--- src/rtl/sss_pkg.sv ---
package sss_pkg;
    localparam int unsigned BYTE_W      = 8;
    localparam int unsigned SYNC_DEPTH  = 2;

    typedef enum logic {
        LINK_READY = 1'b0,
        LINK_XFER  = 1'b1
    } link_state_e;
endpackage

--- src/rtl/sss_sync.sv ---
module sss_sync #(
    parameter int unsigned STAGES  = 2,
    parameter int unsigned WIDTH   = 2,
    parameter logic        RST_VAL = 1'b1
) (
    input  logic             clk,
    input  logic             rst_n,
    input  logic [WIDTH-1:0] async_i,
    output logic [WIDTH-1:0] sync_o
);
    logic [WIDTH-1:0] stage_d [STAGES];
    logic [WIDTH-1:0] stage_q [STAGES];

    assign stage_d[0] = async_i;

    generate
        for (genvar s = 1; s < STAGES; s++) begin : g_stage
            assign stage_d[s] = stage_q[s-1];
        end
    endgenerate

    always_ff @(posedge clk or negedge rst_n) begin
        if (!rst_n) begin
            for (int s = 0; s < STAGES; s++) stage_q[s] <= {WIDTH{RST_VAL}};
        end else begin
            for (int s = 0; s < STAGES; s++) stage_q[s] <= stage_d[s];
        end
    end

    assign sync_o = stage_q[STAGES-1];
endmodule

--- src/rtl/sss_edge.sv ---
module sss_edge (
    input  logic clk,
    input  logic rst_n,
    input  logic level_i,
    output logic rise_o,
    output logic fall_o
);
    logic prev_d, prev_q;

    always_comb begin
        prev_d = level_i;
    end

    always_ff @(posedge clk or negedge rst_n) begin
        if (!rst_n) prev_q <= 1'b1;
        else        prev_q <= prev_d;
    end

    assign rise_o = level_i & ~prev_q;
    assign fall_o = ~level_i & prev_q;
endmodule

--- src/rtl/sss_rx.sv ---
module sss_rx #(
    parameter int unsigned W = 8
) (
    input  logic         clk,
    input  logic         rst_n,
    input  logic         rise_i,
    input  logic         bit_i,
    output logic [W-1:0] byte_o,
    output logic         valid_o,
    output logic         done_o
);
    localparam int unsigned CW = (W > 1) ? $clog2(W) : 1;
    localparam logic [CW-1:0] LAST = CW'(W - 1);

    typedef struct packed {
        logic [W-1:0]  shift;
        logic [CW-1:0] cnt;
        logic [W-1:0]  data;
        logic          valid;
    } rx_state_t;

    rx_state_t st_d, st_q;

    always_comb begin
        st_d       = st_q;
        st_d.valid = 1'b0;
        if (rise_i) begin
            st_d.shift = {bit_i, st_q.shift[W-1:1]};
            if (st_q.cnt == LAST) begin
                st_d.cnt   = '0;
                st_d.data  = {bit_i, st_q.shift[W-1:1]};
                st_d.valid = 1'b1;
            end else begin
                st_d.cnt = st_q.cnt + 1'b1;
            end
        end
    end

    always_ff @(posedge clk or negedge rst_n) begin
        if (!rst_n) st_q <= '0;
        else        st_q <= st_d;
    end

    assign byte_o  = st_q.data;
    assign valid_o = st_q.valid;
    assign done_o  = rise_i && (st_q.cnt == LAST);
endmodule

--- src/rtl/sss_tx.sv ---
module sss_tx #(
    parameter int unsigned W = 8
) (
    input  logic         clk,
    input  logic         rst_n,
    input  logic         fall_i,
    input  logic         busy_i,
    input  logic         load_i,
    input  logic [W-1:0] load_byte_i,
    output logic         line_o
);
    localparam int unsigned CW = (W > 1) ? $clog2(W) : 1;
    localparam logic [CW-1:0] LAST = CW'(W - 1);

    typedef struct packed {
        logic [W-1:0]  hold;
        logic [W-1:0]  shift;
        logic [CW-1:0] idx;
        logic          line;
    } tx_state_t;

    tx_state_t st_d, st_q;

    always_comb begin
        st_d = st_q;
        if (load_i) st_d.hold = load_byte_i;
        if (!busy_i) st_d.shift = st_q.hold;
        if (fall_i) begin
            st_d.line = st_q.shift[st_q.idx];
            st_d.idx  = (st_q.idx == LAST) ? '0 : st_q.idx + 1'b1;
        end else if (!busy_i) begin
            st_d.idx = '0;
        end
    end

    always_ff @(posedge clk or negedge rst_n) begin
        if (!rst_n) begin
            st_q      <= '0;
            st_q.line <= 1'b1;
        end else begin
            st_q <= st_d;
        end
    end

    assign line_o = st_q.line;
endmodule

--- src/rtl/sss_busy.sv ---
module sss_busy
    import sss_pkg::*;
(
    input  logic clk,
    input  logic rst_n,
    input  logic fall_i,
    input  logic done_i,
    input  logic sys_busy_i,
    output logic busy_o
);
    typedef struct packed {
        link_state_e state;
        logic        busy;
    } busy_state_t;

    busy_state_t st_d, st_q;

    always_comb begin
        st_d = st_q;
        unique case (st_q.state)
            LINK_READY: if (fall_i) st_d.state = LINK_XFER;
            LINK_XFER:  if (done_i) st_d.state = LINK_READY;
            default:    st_d.state = LINK_READY;
        endcase
        st_d.busy = (st_d.state == LINK_XFER) | sys_busy_i;
    end

    always_ff @(posedge clk or negedge rst_n) begin
        if (!rst_n) st_q <= '{state: LINK_READY, busy: 1'b0};
        else        st_q <= st_d;
    end

    assign busy_o = st_q.busy;
endmodule

--- src/rtl/sync_serial_slave.sv ---
module sync_serial_slave
    import sss_pkg::*;
#(
    parameter int unsigned DATA_W = BYTE_W,
    parameter int unsigned STAGES = SYNC_DEPTH
) (
    input  logic              clk,
    input  logic              rst_n,
    input  logic              ser_clk_i,
    input  logic              ser_rx_i,
    output logic              ser_tx_o,
    output logic              ser_busy_o,
    output logic              rx_valid_o,
    output logic [DATA_W-1:0] rx_byte_o,
    input  logic [DATA_W-1:0] tx_byte_i,
    input  logic              tx_load_i,
    input  logic              sys_busy_i
);
    logic [1:0] lines_sync;
    logic       rise_w, fall_w, done_w, busy_w;

    sss_sync #(.STAGES(STAGES), .WIDTH(2), .RST_VAL(1'b1)) u_sync (
        .clk     (clk),
        .rst_n   (rst_n),
        .async_i ({ser_rx_i, ser_clk_i}),
        .sync_o  (lines_sync)
    );

    sss_edge u_edge (
        .clk     (clk),
        .rst_n   (rst_n),
        .level_i (lines_sync[0]),
        .rise_o  (rise_w),
        .fall_o  (fall_w)
    );

    sss_rx #(.W(DATA_W)) u_rx (
        .clk     (clk),
        .rst_n   (rst_n),
        .rise_i  (rise_w),
        .bit_i   (lines_sync[1]),
        .byte_o  (rx_byte_o),
        .valid_o (rx_valid_o),
        .done_o  (done_w)
    );

    sss_busy u_busy (
        .clk        (clk),
        .rst_n      (rst_n),
        .fall_i     (fall_w),
        .done_i     (done_w),
        .sys_busy_i (sys_busy_i),
        .busy_o     (busy_w)
    );

    sss_tx #(.W(DATA_W)) u_tx (
        .clk         (clk),
        .rst_n       (rst_n),
        .fall_i      (fall_w),
        .busy_i      (busy_w),
        .load_i      (tx_load_i),
        .load_byte_i (tx_byte_i),
        .line_o      (ser_tx_o)
    );

    assign ser_busy_o = busy_w;
endmodule

--- config.mk ---
export PLATFORM = sky130hd
export DESIGN_NAME = sync_serial_slave
export DESIGN_NICKNAME = d
export VERILOG_FILES = /design/src/rtl/sss_pkg.sv /design/src/rtl/sss_sync.sv /design/src/rtl/sss_edge.sv /design/src/rtl/sss_rx.sv /design/src/rtl/sss_tx.sv /design/src/rtl/sss_busy.sv /design/src/rtl/sync_serial_slave.sv
export SDC_FILE = /design/constraint.sdc
export NUM_CORES = 1
export LEC_CHECK = 0
export BUFFER_PORTS_ARGS = -buffer_cell sky130_fd_sc_hd__buf_2
export CORE_UTILIZATION = 60
export DETAILED_ROUTE_END_ITERATION = 8
export GPL_ROUTABILITY_DRIVEN = 0
export PLACE_DENSITY = 0.83
export SLEW_MARGIN = 10
export SYNTH_ARGS = -nofsm -noshare
export SYNTH_HDL_FRONTEND = slang
export SYNTH_SLANG_ARGS = --single-unit
--- constraint.sdc ---
create_clock -name clk -period 2.4 [get_ports clk]
set_input_delay 0.48 -clock clk [delete_from_list [all_inputs] [get_ports clk]]
set_output_delay 0.48 -clock clk [all_outputs]
set_load 0.02 [all_outputs]
==> metrics, run 1 <==
outcome=completed; setup repair bufs after CTS=0; post-synth top area cell=dfrtp_1; Yosys top cell area share=54.24%; vias=956; synth top area cells=dfrtp_1, mux2_2, dfstp_2; grt ovf=0; syn_nets=140; TritonCTS buffer count=5; cell internal pwr=1.496 mW; worst min path class=in2async; Critical Path AT=1230 ps; average wire per standard cell=15.44 um; nature of the critical path endpoint=output port; Distinct cells, synth=24; Worst Setup SP=u_busy.busy_o; Logic pwr share=26.8%; Worst R2R Start=u_rx.st_q[9]; initial core utilization=65.24%; Synth Instances=122; fraction of registers with async set or reset after synthesis=100.0%; kind of cell adding the most delay to the critical path=flip-flops; layout cells sized above 1=51.41%; Crit-path slowest cell=dfrtp_1; Period Utilization, post-route=71.45%; Clock Skew=10.45 ps; Core Region=2829 um^2; Top Ports=25; number of antenna violations at the first check in global routing=0; clk_lat worst skew=350 ps; Leak Pwr=0.9495 nW; DRC viols=0; Synth Warn #=0; Setup-failing EPs final=0; Clock Sinks=46; PwrDens=1092 nW/um^2; CTS max path bufs=2; Finished Layout Cells=173; FF+latch count, synth=46; sequential cell area fraction in the yosys report=62.78%; Post-synth EDFFs=0; Psw=0.6735 mW; RSZ-0062 raised after global routing=no; Clk pwr share=17.5%; Final ANT Viol Nets=0; Layout Nets=159; die height=57.46 um; Worst Path Buf+Inv=1; Worst Path Required=1920 ps; Mean Syn Cell Area=15.13 um^2; worst slew pin tran=541.6 ps; R2R setup slack=750 ps; Syn-to-layout area delta=7.661%; top-count cell post-synth=dfrtp_1; sequential share of power=55.7%; first-pass GRT wire length=4491 um; max-cap violations=0; r2r worst-path depth=4; Clock Pin Slew Worst Setup and Hold Paths=130 ps; # diodes=0; Peak VDD IR=0.6961 mV; die width=57.46 um; final setup TNS=0 ps; iteration-0 DRC count of the detailed router=22; Post-CTS Hold Fix Bufs=0; minimum clock period=1715 ps; final hold slack=179.6 ps; post-CTS resize count=0; maximum fanout along the worst path=12; die area=3302 um^2; synthesized area=1846 um^2; r2r endpoint=u_rx.byte_o[1]; Synth Flop Type=dfrtp_1; dpl cells=165; Hold Fails Final Rpt=0; drt first pass iters=4; CP Cell Sequence=buf_2; CTS root buffer=clkbuf_4; Synth top cells by count=dfrtp_1, mux2_2, buf_4; final WL=2671 um; dpl hpwl=1914 um; headroom to the max-slew limit=63.89%; CTS tree=done; FMAX=583.1 MHz; critical path type=reg2out; Net Sw Frac=31.05%; Total Routing Usage GR=18.84%; row count=19; DR vias/cell=5.526; CTS H-tree depth=2; Port Buffers=24; vias in the first global route=1,036; max incr delay on CP=630 ps; largest net degree at the start of global routing=47; fin. max-slew vios=0; stages on the worst setup path=1; Fill cells=210; CP endpoint=ser_busy_o; Worst setup SP type=flop
-- cells by family (layout without fill, tap and decap cells) --
group | after synthesis | in the layout | synth area share [%]
compound gates | 7 | 7 | 2.305
fa+ha+maj | 4 | 4 | 2.712
buf+inv | 15 | 35 | 5.221
flops | 46 | 46 | 62.78
mux | 38 | 38 | 23.53
simple gates | 12 | 12 | 3.458
-- stage by stage --
stage	worst slack [ps]	area (um^2)	power (mW)	utilization (%)
global placement	821.7	1923	1.761	67.98
CTS	661.4	1987	2.192	70.23
floorplan	891.6	1846	1.705	-
global route	601.8	1987	2.294	70.23
detailed placement	749.1	1923	1.818	67.98
finish	685.1	1987	2.169	70.23
-- metal layers --
| metal | vias to the layer above | wire [um] | track usage (%) |
|---|---|---|---|
| met5 | - | 0 | 0 |
| met4 | 0 | 46 | 9.408 |
| met2 | 18 | 1431 | 33.06 |
| met3 | 6 | 85 | 4.762 |
| met1 | 483 | 1107 | 21.26 |
| li1 | 449 | - | - |
-- power groups by stage --
stage | sequential, mW | clock, mW | combinational (mW)
3_3_place_gp | 1.21 | 0 | 0.554
2_1_floorplan | 1.17 | 0 | 0.539
3_5_place_dp | 1.23 | 0 | 0.592
6_report | 1.21 | 0.380 | 0.581
4_1_cts | 1.21 | 0.388 | 0.593
5_1_grt | 1.24 | 0.418 | 0.634
-- placed cells by master (no fill, tap or decap) --
cell / count
nor2b_1: 1
inv_1: 2
nand2b_1: 3
nand3b_1: 1
nor2_1: 1
clkinv_2: 1
nand2_1: 2
o21bai_1: 1
buf_4: 1
dfrtp_1: 40
o31ai_1: 1
mux2i_1: 4
ha_1: 4
a21oi_1: 1
buf_2: 24
a21o_1: 1
o21ai_1: 1
clkbuf_8: 1
o21ai_0: 2
nand3_1: 3
mux2_2: 33
clkinvlp_4: 1
clkbuf_4: 5
mux4_2: 1
nor3_1: 1
dfstp_2: 6
-- state kept, by name, indices dropped and copies added (netlist names) --
register and flops:
u_busy.busy_o 1, u_busy.st_q 1, u_edge.prev_q 1, u_rx.byte_o 8, u_rx.st_q 10, u_rx.valid_o 1
u_sync.stage_d 2, u_sync.sync_o 2, u_tx.line_o 1, u_tx.st_q 19
-- area by class of cell --
cell class / instances / area, um^2 / area share, %
Timing Repair Buffer: 25 / 127.6 / 6.423
Sequential cell: 46 / 1159 / 58.31
Clock inverter: 2 / 12.51 / 0.6297
Clock buffer: 6 / 51.30 / 2.582
Inverter: 2 / 7.507 / 0.3778
Tap cell: 31 / 38.79 / 1.952
Multi-Input combinational cell: 61 / 590.6 / 29.72
-- worst min-delay path by stage --
stage | start | to | slack (ps) | depth (start not counted)
global route | ser_rx_i | u_sync.stage_d[1] | 190 | 1
finish | rst_n | u_tx.st_q[5] | 180 | 2
CTS | rst_n | u_tx.st_q[5] | 190 | 2
global placement | u_sync.stage_d[1] | u_sync.sync_o[1] | 350 | 0
floorplan | rst_n | u_busy.busy_o | 180 | 0
detailed placement | u_sync.stage_d[0] | u_sync.sync_o[0] | 350 | 0
(Power assumes the default switching activity.)
==> run 2, diff against run 1 <==
--- a/config.mk
+++ b/config.mk
@@ -6,10 +6,10 @@
 export NUM_CORES = 1
 export LEC_CHECK = 0
 export BUFFER_PORTS_ARGS = -buffer_cell sky130_fd_sc_hd__buf_2
-export CORE_UTILIZATION = 60
+export CORE_UTILIZATION = 50
 export DETAILED_ROUTE_END_ITERATION = 8
 export GPL_ROUTABILITY_DRIVEN = 0
-export PLACE_DENSITY = 0.83
+export PLACE_DENSITY = 0.74
 export SLEW_MARGIN = 10
 export SYNTH_ARGS = -nofsm -noshare
 export SYNTH_HDL_FRONTEND = slang
==> constraint.sdc (replaced) <==
create_clock -name clk -period 1.53 [get_ports clk]
set_input_delay 0.306 -clock clk [delete_from_list [all_inputs] [get_ports clk]]
set_output_delay 0.306 -clock clk [all_outputs]
set_load 0.02 [all_outputs]
==> run 2 against run 1 <==
  * The run now ends with setup timing left
  * Routed wire length is 2.3% higher
  * Global-route usage down 3.1 points
  * Combinational power rose by 82%
  * Clock skew down 4.2 ps
  * Clock-buffer cell count increased by 1
  * Utilization down 6.6 points
  * Sequential power is 55% higher
  * Register-to-register slack got worse by 760 ps
  * Sequential cell count unchanged
  * Sequential share of layout area decreased by 5.4 points
  * Setup slack lost 690 ps
==> metrics, run 2 (same netlist as run 1, synthesis figures left out) <==
cell mode on critical path=ha_4; CTS max path bufs=2 (unchanged); max incr delay on CP=420 ps (-210 ps); die area=3938 um^2 (+19%); CTS H-tree depth=2 (unchanged); max-cap violations=0 (unchanged); Top Ports=25 (unchanged); final WL=2733 um (+2.3%); DRC viols=0 (unchanged); initial core utilization=53.62% (-12 points); Biggest register=u_tx.st_q; register area=1159 um^2 (unchanged); number of antenna violations at the first check in global routing=0 (unchanged); Psw=1.091 mW (+62%); dpl hpwl=1828 um (-4.5%); RSZ-0062 raised after global routing=yes; vias=992 (+3.8%); iteration-0 DRC count of the detailed router=34 (+55%); clk_lat worst skew=300 ps (-50 ps); Clk pwr share=23.6% (+6.1 points); DR vias/cell=5.140 (-7.0%); most frequent cells in the layout=dfrtp_1, mux2_2, buf_2; grt ovf=0 (unchanged); average wire per standard cell=14.16 um (-8.3%); Period Utilization, post-route=100.6%; Leak Pwr=1.041 nW (+9.7%); worst min path class=in2reg; Logic pwr share=27.6% (+0.8 points); area taken by multi-input logic gates=640.6 um^2 (+8.5%); outcome=finished, violations left; Setup WS post-layout=-8.663 ps (-693.7 ps); most common cell after layout, fill and taps aside=dfrtp_1; Layout Nets=164 (+3.1%); largest net degree at the start of global routing=47 (unchanged); Final ANT Viol Nets=0 (unchanged); Clock Sinks=46 (unchanged); sequential share of power=48.8% (-6.9 points); CP Cell Sequence=ha_4 -> ha_4 -> nand3b_1 -> clkbuf_16 -> mux2_4; Placed Instance Area=1982 um^2 (+3.1%); fin. max-slew vios=0 (unchanged); Largest register FFs=19 (unchanged); CTS tree=done; TritonCTS buffer count=5 (unchanged); Clock Pin Slew Worst Setup and Hold Paths=80 ps (-50 ps); Syn-to-layout area delta=18.71%; drt first pass iters=4 (unchanged); Total Routing Usage GR=15.71% (-3.1 points); first-pass GRT wire length=4616 um (+2.8%); Net Sw Frac=28.28% (-2.8 points); row count=21 (+2); FMAX=649.9 MHz; # diodes=0 (unchanged); CTS root buffer=clkbuf_8; die width=62.76 um (+9.2%); headroom to the max-slew limit=79.52% (+16 points); final total power=3.858 mW (+78%); minimum clock period=1539 ps; layout cells sized above 1=53.74% (+2.3 points); nature of the critical path endpoint=flop; Hold Fails Final Rpt=0 (unchanged); maximum fanout along the worst path=4 (-8); Port Buffers=24 (unchanged); Critical Path AT=1720 ps (+490 ps); worst slew pin tran=307.2 ps (-234.4 ps); vias in the first global route=1,044 (+0.77%); Setup-failing EPs final=5 (+5); cell internal pwr=2.767 mW (+85%); Fill cells=275 (+31%); Clock Skew=6.227 ps (-4.219 ps); Final Cell Area=2191 um^2 (+10%); Worst setup SP type=flop; critical path type=reg2reg; die height=62.76 um (+9.2%); Worst Path Required=1710 ps (-210 ps); final setup TNS=-32.56 ps (-32.56 ps); Crit-path slowest cell=dfrtp_1; violated checks=setup timing; Peak VDD IR=0.9563 mV (+37%); PwrDens=1761 nW/um^2 (+61%); Core Region=3442 um^2 (+22%)
[run 2: worst max-delay path: cells and delay by family (launching register included)]
kind	cells	cell delay (ps)
adder cells (fa/ha/maj)	2	340
buffers and inverters	1	190
flip-flops	1	420
multiplexers	1	290
AND/OR/NAND/NOR	1	190
[run 2: layer usage]
metal	global-route usage (%)	part of all wire (%)	up-vias
met2	25.14	50	22
met3	6.569	4.9	4
met1	18.81	44	505
met4	6.105	1.1	0
met5	0	0	-
li1	-	-	461
[run 2: path summary, 6_finish.rpt]
check | cells after the start | to | slack (ps) | start
max | 5 | u_rx.byte_o[6] | -9 | u_rx.st_q[9]
min | 1 | u_sync.stage_d[0] | 100 | ser_clk_i
max reg2reg | 5 | u_rx.byte_o[6] | -9 | u_rx.st_q[9]
min reg2reg | 0 | u_sync.sync_o[1] | 360 | u_sync.stage_d[1]
max in group asynchronous | 3 | u_tx.line_o | 750 | rst_n
min in group asynchronous | 3 | u_rx.byte_o[5] | 510 | rst_n
[run 2: final cells by class]
class,count,share of cell area [%]
Clock buffer,7,3.941
Clock inverter,1,1.371
Inverter,2,0.3427
Multi-Input combinational cell,61,29.24
Sequential cell,46,52.88
Tap cell,46,2.627
Timing Repair Buffer,30,9.595
[run 2: power groups by stage]
stage	logic (mW)	clock network [mW]	registers [mW]
2_1_floorplan	0.846	0	1.83
3_3_place_gp	0.913	0	1.86
3_5_place_dp	0.963	0	1.89
4_1_cts	0.979	0.931	1.86
5_1_grt	1.17	0.987	1.94
6_report	1.06	0.910	1.88
[run 2: repair_timing]
item,in CTS,in global routing
setup endpoints to repair,3,17
pin swaps,1,3
cloned,0,1
gates resized for setup,0,11
hold buffers,1,0
endpoints found under the hold margin,40,0
buffers inserted,1,0
[run 2: through the flow]
| step | worst slack (ps) | hold slack, ps | cells | utilization (%) |
|---|---|---|---|---|
| 5_1_grt | -38.72 | 83.35 | 193 | 63.65 |
| 6_report | -8.663 | 104.8 | 193 | 63.65 |
| 3_5_place_dp | -1.566 | 303.5 | 182 | 57.58 |
| 4_1_cts | 6.544 | 96.58 | 192 | 61.47 |
| 2_1_floorplan | 21.58 | 10.41 | 122 | - |
| 3_3_place_gp | 46.45 | 296.1 | 182 | 57.58 |
